File: config.mk
export PLATFORM = sky130hd
export DESIGN_NAME = dram_addr_mux
export DESIGN_NICKNAME = d
export VERILOG_FILES = /design/src/rtl/dram_addr_mux_pkg.sv /design/src/rtl/dram_addr_geom.sv /design/src/rtl/dram_addr_slice.sv /design/src/rtl/dram_addr_outreg.sv /design/src/rtl/dram_addr_mux.sv
export SDC_FILE = /design/constraint.sdc
export NUM_CORES = 1
export LEC_CHECK = 0
export BUFFER_PORTS_ARGS = -buffer_cell sky130_fd_sc_hd__buf_4
export CAP_MARGIN = 20
export CORE_MARGIN = 10
export CORE_UTILIZATION = 35
export DETAILED_ROUTE_END_ITERATION = 8
export HOLD_SLACK_MARGIN = 0.15
export SLEW_MARGIN = 20
export SYNTH_ARGS = -nofsm -noshare
export SYNTH_HDL_FRONTEND = slang
export SYNTH_HIERARCHICAL = 1
export SYNTH_SLANG_ARGS = --single-unit
export TNS_END_PERCENT = 30
File: constraint.sdc
create_clock -name clk -period 10.09 [get_ports clk]
set_input_delay 1.5135 -clock clk [delete_from_list [all_inputs] [get_ports clk]]
set_output_delay 1.5135 -clock clk [all_outputs]
set_load 0.02 [all_outputs]
File: src/rtl/dram_addr_mux_pkg.sv
// dram_addr_mux_pkg
// Shared widths, the page-size encoding and the decoded row geometry used
// by the address multiplexer. Assumes an 8-byte data path.
package dram_addr_mux_pkg;

    localparam int HADDR_W_D   = 32;  // host byte-address width
    localparam int MA_W_D      = 14;  // multiplexed address lines
    localparam int BA_W_D      = 2;   // bank-select lines
    localparam int LANE_LSB_D  = 3;   // byte-lane bits dropped (8-byte path)
    localparam int COL_MIN     = 8;   // narrowest column field
    localparam int ROW_SMALL   = 12;  // row bits of the small density
    localparam int ROW_LARGE   = 14;  // row bits of the large density
    localparam int CNT_W       = 4;   // width of a field-size count
    localparam int LSB_W       = 6;   // width of a field start position

    // page size in effect for a row
    typedef enum logic [1:0] {
        PG_2K = 2'd0,
        PG_4K = 2'd1,
        PG_8K = 2'd2
    } page_e;

    // decoded per-row address geometry
    typedef struct packed {
        logic [CNT_W-1:0] n_col;
        logic [CNT_W-1:0] n_bank;
        logic [CNT_W-1:0] n_row;
        page_e            page;
    } geom_t;

endpackage

File: src/rtl/dram_addr_geom.sv
// dram_addr_geom
// Decodes one row's configuration into field widths and the page size.
// Assumes: EDO rows use an 8-bit column with no bank bits, SDRAM column
// codes 2 and 3 both mean 10 bits, and the row width follows the density.
module dram_addr_geom
    import dram_addr_mux_pkg::*;
(
    input  logic       row_is_sdram,
    input  logic [1:0] col_code,
    input  logic       dev_64mb,
    output geom_t      geom
);

    // work out column/bank/row widths and the page size for this row
    always_comb begin
        geom.n_row = dev_64mb ? CNT_W'(ROW_LARGE) : CNT_W'(ROW_SMALL);
        if (row_is_sdram) begin
            geom.n_bank = dev_64mb ? CNT_W'(2) : CNT_W'(1);
            unique case (col_code)
                2'd0: begin
                    geom.n_col = CNT_W'(COL_MIN);
                    geom.page  = PG_2K;
                end
                2'd1: begin
                    geom.n_col = CNT_W'(COL_MIN + 1);
                    geom.page  = PG_4K;
                end
                default: begin
                    geom.n_col = CNT_W'(COL_MIN + 2);
                    geom.page  = PG_8K;
                end
            endcase
        end else begin
            geom.n_bank = '0;
            geom.n_col  = CNT_W'(COL_MIN);
            geom.page   = PG_2K;
        end
    end

endmodule

File: src/rtl/dram_addr_slice.sv
// dram_addr_slice
// Extracts a variable-width field from an address, starting at a variable
// bit position, and zero-fills the output bits above the field width.
// Assumes width <= OUT_W.
module dram_addr_slice #(
    parameter int ADDR_W = 32,
    parameter int OUT_W  = 14,
    parameter int POS_W  = 6,
    parameter int CNT_W  = 4
) (
    input  logic [ADDR_W-1:0] addr,
    input  logic [POS_W-1:0]  start,
    input  logic [CNT_W-1:0]  width,
    output logic [OUT_W-1:0]  field
);

    logic [OUT_W-1:0] window;

    // bring the field down to bit 0
    assign window = OUT_W'(addr >> start);

    // keep only the bits inside the field width
    for (genvar i = 0; i < OUT_W; i++) begin : g_bit
        assign field[i] = (CNT_W'(i) < width) ? window[i] : 1'b0;
    end

endmodule

File: src/rtl/dram_addr_outreg.sv
// dram_addr_outreg
// Output register stage for the multiplexed address, the bank bits and
// the page code. Synchronous active-low reset clears every output.
module dram_addr_outreg #(
    parameter int MA_W = 14,
    parameter int BA_W = 2
) (
    input  logic            clk,
    input  logic            rst_n,
    input  logic [MA_W-1:0] ma_d,
    input  logic [BA_W-1:0] ba_d,
    input  logic [1:0]      pg_d,
    output logic [MA_W-1:0] ma_q,
    output logic [BA_W-1:0] ba_q,
    output logic [1:0]      pg_q
);

    // capture next outputs, or clear them in reset
    always_ff @(posedge clk) begin
        if (!rst_n) begin
            ma_q <= '0;
            ba_q <= '0;
            pg_q <= '0;
        end else begin
            ma_q <= ma_d;
            ba_q <= ba_d;
            pg_q <= pg_d;
        end
    end

endmodule

File: src/rtl/dram_addr_mux.sv
// dram_addr_mux
// Per-row DRAM address multiplexer. It splits a host byte address into
// column, bank and row fields using the selected row's configuration, and
// drives either the row or the column field onto the multiplexed bus,
// according to the phase. Assumes the row select, command and timing
// logic lives outside. Outputs are registered (one cycle).
module dram_addr_mux
    import dram_addr_mux_pkg::*;
#(
    parameter int HADDR_W  = HADDR_W_D,
    parameter int MA_W     = MA_W_D,
    parameter int BA_W     = BA_W_D,
    parameter int LANE_LSB = LANE_LSB_D
) (
    input  logic               clk,
    input  logic               rst_n,
    input  logic [HADDR_W-1:0] host_addr,
    input  logic               col_phase,
    input  logic               row_is_sdram,
    input  logic [1:0]         col_code,
    input  logic               dev_64mb,
    output logic [MA_W-1:0]    ma,
    output logic [BA_W-1:0]    ba,
    output logic [1:0]         page_code
);

    geom_t            geom;
    logic [LSB_W-1:0] col_lsb;
    logic [LSB_W-1:0] bank_lsb;
    logic [LSB_W-1:0] row_lsb;
    logic [MA_W-1:0]  col_field;
    logic [MA_W-1:0]  row_field;
    logic [BA_W-1:0]  bank_field;
    logic [MA_W-1:0]  ma_next;

    dram_addr_geom u_geom (
        .row_is_sdram (row_is_sdram),
        .col_code     (col_code),
        .dev_64mb     (dev_64mb),
        .geom         (geom)
    );

    // field start positions: column, then bank, then row
    always_comb begin
        col_lsb  = LSB_W'(LANE_LSB);
        bank_lsb = col_lsb + LSB_W'(geom.n_col);
        row_lsb  = bank_lsb + LSB_W'(geom.n_bank);
    end

    dram_addr_slice #(
        .ADDR_W (HADDR_W), .OUT_W (MA_W), .POS_W (LSB_W), .CNT_W (CNT_W)
    ) u_col (
        .addr (host_addr), .start (col_lsb), .width (geom.n_col),
        .field (col_field)
    );

    dram_addr_slice #(
        .ADDR_W (HADDR_W), .OUT_W (BA_W), .POS_W (LSB_W), .CNT_W (CNT_W)
    ) u_bank (
        .addr (host_addr), .start (bank_lsb), .width (geom.n_bank),
        .field (bank_field)
    );

    dram_addr_slice #(
        .ADDR_W (HADDR_W), .OUT_W (MA_W), .POS_W (LSB_W), .CNT_W (CNT_W)
    ) u_row (
        .addr (host_addr), .start (row_lsb), .width (geom.n_row),
        .field (row_field)
    );

    // pick the field for the current phase
    assign ma_next = col_phase ? col_field : row_field;

    dram_addr_outreg #(
        .MA_W (MA_W), .BA_W (BA_W)
    ) u_out (
        .clk   (clk),
        .rst_n (rst_n),
        .ma_d  (ma_next),
        .ba_d  (bank_field),
        .pg_d  (geom.page),
        .ma_q  (ma),
        .ba_q  (ba),
        .pg_q  (page_code)
    );

endmodule

* Word-level counts from Yosys, hierarchy flattened
Cells that the tools add are included.
** Word-level totals
- Register bits after elaboration :: 18
- Bits of input ports :: 39
- Word-level logic and storage cells :: 77
** Operators by class
- Add/sub/neg operators :: 2
- $lt $le $gt $ge :: 30
- Equality and inequality tests :: 1
- Shift-type cells :: 2
- Multiplexer cells :: 34
- Reductions and logical operators :: 4
** Operators with widths (count)
- < comparator 4 bit, first input constant :: 12
- < comparator 3 x 4 -> 1 bit, first input constant :: 8
- >> shifter 32 x 5 -> 2 bit :: 1
- >> shifter 32 x 6 -> 14 bit :: 1
- 2-to-1 mux 1 bit :: 28
- < comparator 1 x 4 -> 1 bit, first input constant :: 6
- < comparator 2 x 4 -> 1 bit, first input constant :: 4
- 2-to-1 mux 14 bit :: 1
- one-hot mux 2 bit (2 select lines) :: 2
- adder 5 x 4 -> 6 bit :: 1
- 2-to-1 mux 6 bit :: 1
- AND reduction 2 bit :: 3
- adder 2 x 4 -> 5 bit, first input constant :: 1
- 2-to-1 mux 2 bit :: 2
- == test 2 x 1 -> 1 bit, second input constant :: 1
- zero test 2 bit :: 1

* Logic depth before layout (Yosys ltp)
- Depth in word-level cells :: 8
- Depth in mapped cells :: 18
- Mapped depth without buffers :: 15

* Modules after synthesis
Netlist, hierarchy kept.
** By module, submodules not included
- dram_addr_slice (u_col ...) :: instances 2, cells each 228, area an instance 2157.1 µm², seq. area each 0.0 µm²
- dram_addr_slice (u_bank) :: instances 1, cells each 55, area an instance 578.1 µm², seq. area each 0.0 µm²
- dram_addr_outreg :: instances 1, cells each 37, area an instance 501.7 µm², seq. area each 360.3 µm²
- dram_addr_mux :: instances 1, cells each 46, area an instance 389.1 µm², seq. area each 0.0 µm²
- dram_addr_geom :: instances 1, cells each 16, area an instance 113.9 µm², seq. area each 0.0 µm²

* Worst setup path before layout
Ideal clock, no wire load.
- Path kind :: input to register
- From :: in col_code[1]
- To :: reg u_out.ma_q[11]
- Library setup time :: 0.116 ns
- Arrival time :: 4.570 ns
- Required time :: 9.974 ns
- Setup slack :: 5.404 ns
- Stages :: 15
- Cells stage by stage :: and3b_1 buf_4 inv_1 ha_1 xnor2_1 ha_1 xnor2_1 buf_6 mux4_1 nor2b_1 a211oi_1 o32a_1 nor2_1 mux2_2 and2_2
** RTL lines
- start: declaration :: RTL line dram_addr_mux.sv:20 : input logic [1:0] col_code,
- end signal: assignment :: RTL line dram_addr_outreg.sv:25 : ma_q <= ma_d;
- end: declaration :: RTL line dram_addr_outreg.sv:13 : output logic [MA_W-1:0] ma_q,

* Worst setup path after layout
- From :: in col_code[1]
- To :: reg u_out.ma_q[6]
** On the way
- Cells in the longest elaborated chain, start to end :: 8
** Ends and longest elaborated chain
- == test 2 x 1 -> 1 bit / zero test 2 bit (equally long branches) :: RTL line dram_addr_geom.sv:19 : unique case (col_code)
- one-hot mux 2 bit (2 select lines) * :: RTL line dram_addr_geom.sv:19
- 2-to-1 mux 6 bit * :: RTL line dram_addr_geom.sv:17 : if (row_is_sdram) begin
- adder 2 x 4 -> 5 bit * :: RTL line dram_addr_mux.sv:46 : bank_lsb = col_lsb + LSB_W'(geom.n_col);
- named net bank_lsb[0] :: RTL line dram_addr_mux.sv:29 : logic [LSB_W-1:0] bank_lsb;
- adder 5 x 4 -> 6 bit * :: RTL line dram_addr_mux.sv:47 : row_lsb = bank_lsb + LSB_W'(geom.n_bank);
- named net row_lsb[3] :: RTL line dram_addr_mux.sv:30 : logic [LSB_W-1:0] row_lsb;
- >> shifter 32 x 6 -> 14 bit * :: RTL line dram_addr_slice.sv:20 : assign window = OUT_W'(addr >> start);
- 2-to-1 mux 1 bit * :: RTL line dram_addr_slice.sv:24 : assign field[i] = (CNT_W'(i) < width) ? window[i] : 1'b0;
- named net row_field[6] :: RTL line dram_addr_mux.sv:32 : logic [MA_W-1:0] row_field;
- 2-to-1 mux 14 bit * :: RTL line dram_addr_mux.sv:72 : assign ma_next = col_phase ? col_field : row_field;
- named net ma_next[6] :: RTL line dram_addr_mux.sv:34 : logic [MA_W-1:0] ma_next;
Mark *: on every way through the listed nets, which the timed path passes. The rest lies on a longest branch.
A chain may end at the register's enable or synchronous reset.

==> metrics.yaml <==
global_route:
  grt_pass1_wl_mm: 33.1
  grt_max_degree: 51
  grt_pass1_vias: 5471
  overflow: 0
  grt_antenna_before_repair: 1
  grt_util_all_layers_pct: 18.5
timing:
  finalSetupViolations: 0
  min_period_ps: 6370
  worstMarginPinSlew_ps: 1050
  hold_slack_ps: 1610
  relSlewSlack_pct: 29.9
  period_share_pct: 63.1
  finalMaxSlewViolations: 0
  max_freq_ghz: 0.157
  tns_ps: 0
  rsz0062_at_grt: "no"
  finalHoldViolCount: 0
clock_tree:
  clockBufferDepth: 2
  cts_tree: "built"
  cts-root-buf: "clkbuf_16"
  htreeDepth: 1
  post_cts_resized: 0
  cts_hold_buf: 0
  cts_inserted_buffers: 3
  cts.clk_slew.worst_paths_ps: 50
  postCtsSetupRepairBufs: 0
  cts_sinks: 18
synthesis:
  yosys.area.top_type: "mux4_2"
  async_reset_ff_share_pct: 0
  ys_warn_count: 6
  synth_edf_count: 0
  post-synth-top-area-fraction_pct: 21.0
  syn_inst: 610
  ys_ff_latch: 18
  syn_area_um2: 5900
  synth_area_per_cell_um2: 9.67
  synth_cell_types: 66
  synth_area_leaders: "mux4_2 (21%), mux2i_1 (14%), mux2_2 (6.9%)"
  yosysSeqAreaShare_pct: 6.11
  synth_ff_type: "dfxtp_1"
pwr:
  seq_power_share_pct: 11.5
  combPwrFrac_pct: 76.1
  p_leak_nw: 2.53
  switching_power_w: 0.000330
  swShare_pct: 46.9
  p_total_w: 0.000703
  clkPwrFrac_pct: 12.3
  pwr_density_cell_nw_per_um2: 114
  power.internal_w: 0.000373
  peakVddDrop_mv: 0.0621
finish:
  layout_common_cells: "mux2i_1 (84), buf_4 (61), mux4_2 (55)"
  final_common_cell: "mux2i_1"
  fillers: 1633
  fin_util_pct: 37.4
  fin_nets: 680
  synthToLayoutAreaGrowth_pct: 4.71
  final_cells: 855
  drive_gt1_share_pct: 29.2
detailed_routing:
  dr.pass1.iters: 7
  route.detailed.drc: 0
  num_vias: 5638
  final_antenna_net_count: 0
  totalWireLength_mm: 21.8
  via_per_inst: 6.59
  drt_iter0_drc: 844
  wire_per_inst_um: 25.5
floorplan:
  ios: 57
  core_area_um2: 16500
  die_w_um: 150
  die_y_um: 150
  initial_core_util_pct: 35.7
  rows: 47
  die_area_um2: 22400
worst_setup_path:
  worstPathMaxFanout: 30
  cp-start-kind: "input pin"
  crit_top_cell: "inv_1"
  cp.arrival_ps: 6510
  critical-path-top-delay-family: "buffers and inverters"
  critical-path-slowest-cell: "inv_1"
  worstPathRequired_ps: 10230
  crit_type: "input pin to register"
  worst-path-buf-inv: 5
  path_cells: "buf_4, and3b_1, inv_1, ha_1, inv_1, ha_1, a211oi_1, nor2_1, xor2_2, buf_4, inv_1, mux4_2, o22ai_1, a311oi_1, nor4_1, mux2_2, and2_2"
  cp_slowest_stage_delay_ps: 720
  end_kind: "register"
hold_path:
  hold_path.class: "input pin to register"
placement:
  placed_cells: 850
  routabilityCongestion: 1.02
  dp_hpwl_mm: 15.6
  io_buffers: 56
status:
  status: "completed"
job:
  drv_cap: 0
[sequential cells by signal (all words and copies together) (netlist names)]
name and flops:
u_out/ba_q 2, u_out/ma_q 14, u_out/pg_q 2
[cell type report]
cell class | instances | area (um^2) | area share [%]
Antenna cell | 1 | 2.50 | 0.0405
Clock buffer | 4 | 88.8 | 1.44
Inverter | 20 | 75.1 | 1.22
Multi-Input combinational cell | 531 | 4910 | 79.6
Sequential cell | 18 | 360 | 5.84
Tap cell | 220 | 275 | 4.46
Timing Repair Buffer | 61 | 458 | 7.42
[layer usage]
metal	wire, um	global-route usage (%)	up-vias
met1	8900	25.0	2763
met3	2410	4.02	48
met2	9930	29.4	381
met5	0	0	-
li1	-	-	2446
met4	562	4.66	0
[cells in the mapped netlist, types with 3 or more instances]
cell	instances
nor4_1	4
buf_4	11
a221o_1	5
nor2_1	40
buf_12	3
clkbuf_1	3
a22oi_1	5
clkbuf_8	16
mux2_2	36
buf_6	19
mux4_1	10
nor2b_1	6
inv_1	14
nand2_1	47
mux2i_1	84
a31oi_1	4
and2_1	7
dfxtp_1	18
nor3b_1	3
o2bb2ai_1	4
nor3_1	13
and2_2	15
o22ai_1	8
o31ai_1	8
buf_2	12
a21oi_1	19
o211a_1	5
and3_1	8
o21ai_0	18
nand2b_1	5
clkinv_1	4
and2b_2	3
o21a_1	3
a311oi_1	9
mux4_2	55
nand4_1	3
conb_1	4
ha_1	5
xnor2_1	3
a211oi_1	7
nand3b_1	7
nand3_1	7
a221oi_1	10
[power groups by stage]
stage | sequential [W] | clock [W] | combinational (W)
finish | 0.0000810 | 0.0000866 | 0.000535
global route | 0.0000817 | 0.0000906 | 0.000567
CTS | 0.0000811 | 0.0000875 | 0.000510
detailed placement | 0.0000826 | 0 | 0.000507
global placement | 0.0000826 | 0 | 0.000506
floorplan | 0.0000909 | 0 | 0.000411
[cell families (layout without fill, tap and decap cells)]
group                    Yosys count  after routing  share of synthesized area, %
XOR/XNOR                           5              5                         0.743
flip-flops                        18             18                          6.11
buffers and inverters             84             85                          12.3
adder cells (fa/ha/maj)            6              6                          1.40
AND/OR/NAND/NOR                  173            173                          15.1
multiplexers                     187            187                          47.1
AO/OA/AOI/OAI                    133            133                          17.1
other                              4             28                         0.255
[path summary, 6_finish.rpt]
path / from / to / cells after the start
max: col_code[1] / u_out/ma_q[6] / 17
min: rst_n / u_out/ma_q[7] / 2
[stage by stage]
stage	setup slack (ps)	instance area (um^2)
6_report	3720	6170
5_1_grt	3300	6170
4_1_cts	3730	6170
3_5_place_dp	3480	6080
3_3_place_gp	3660	6080
2_1_floorplan	5400	5980
Note: power is estimated with default switching activity, not from simulation.
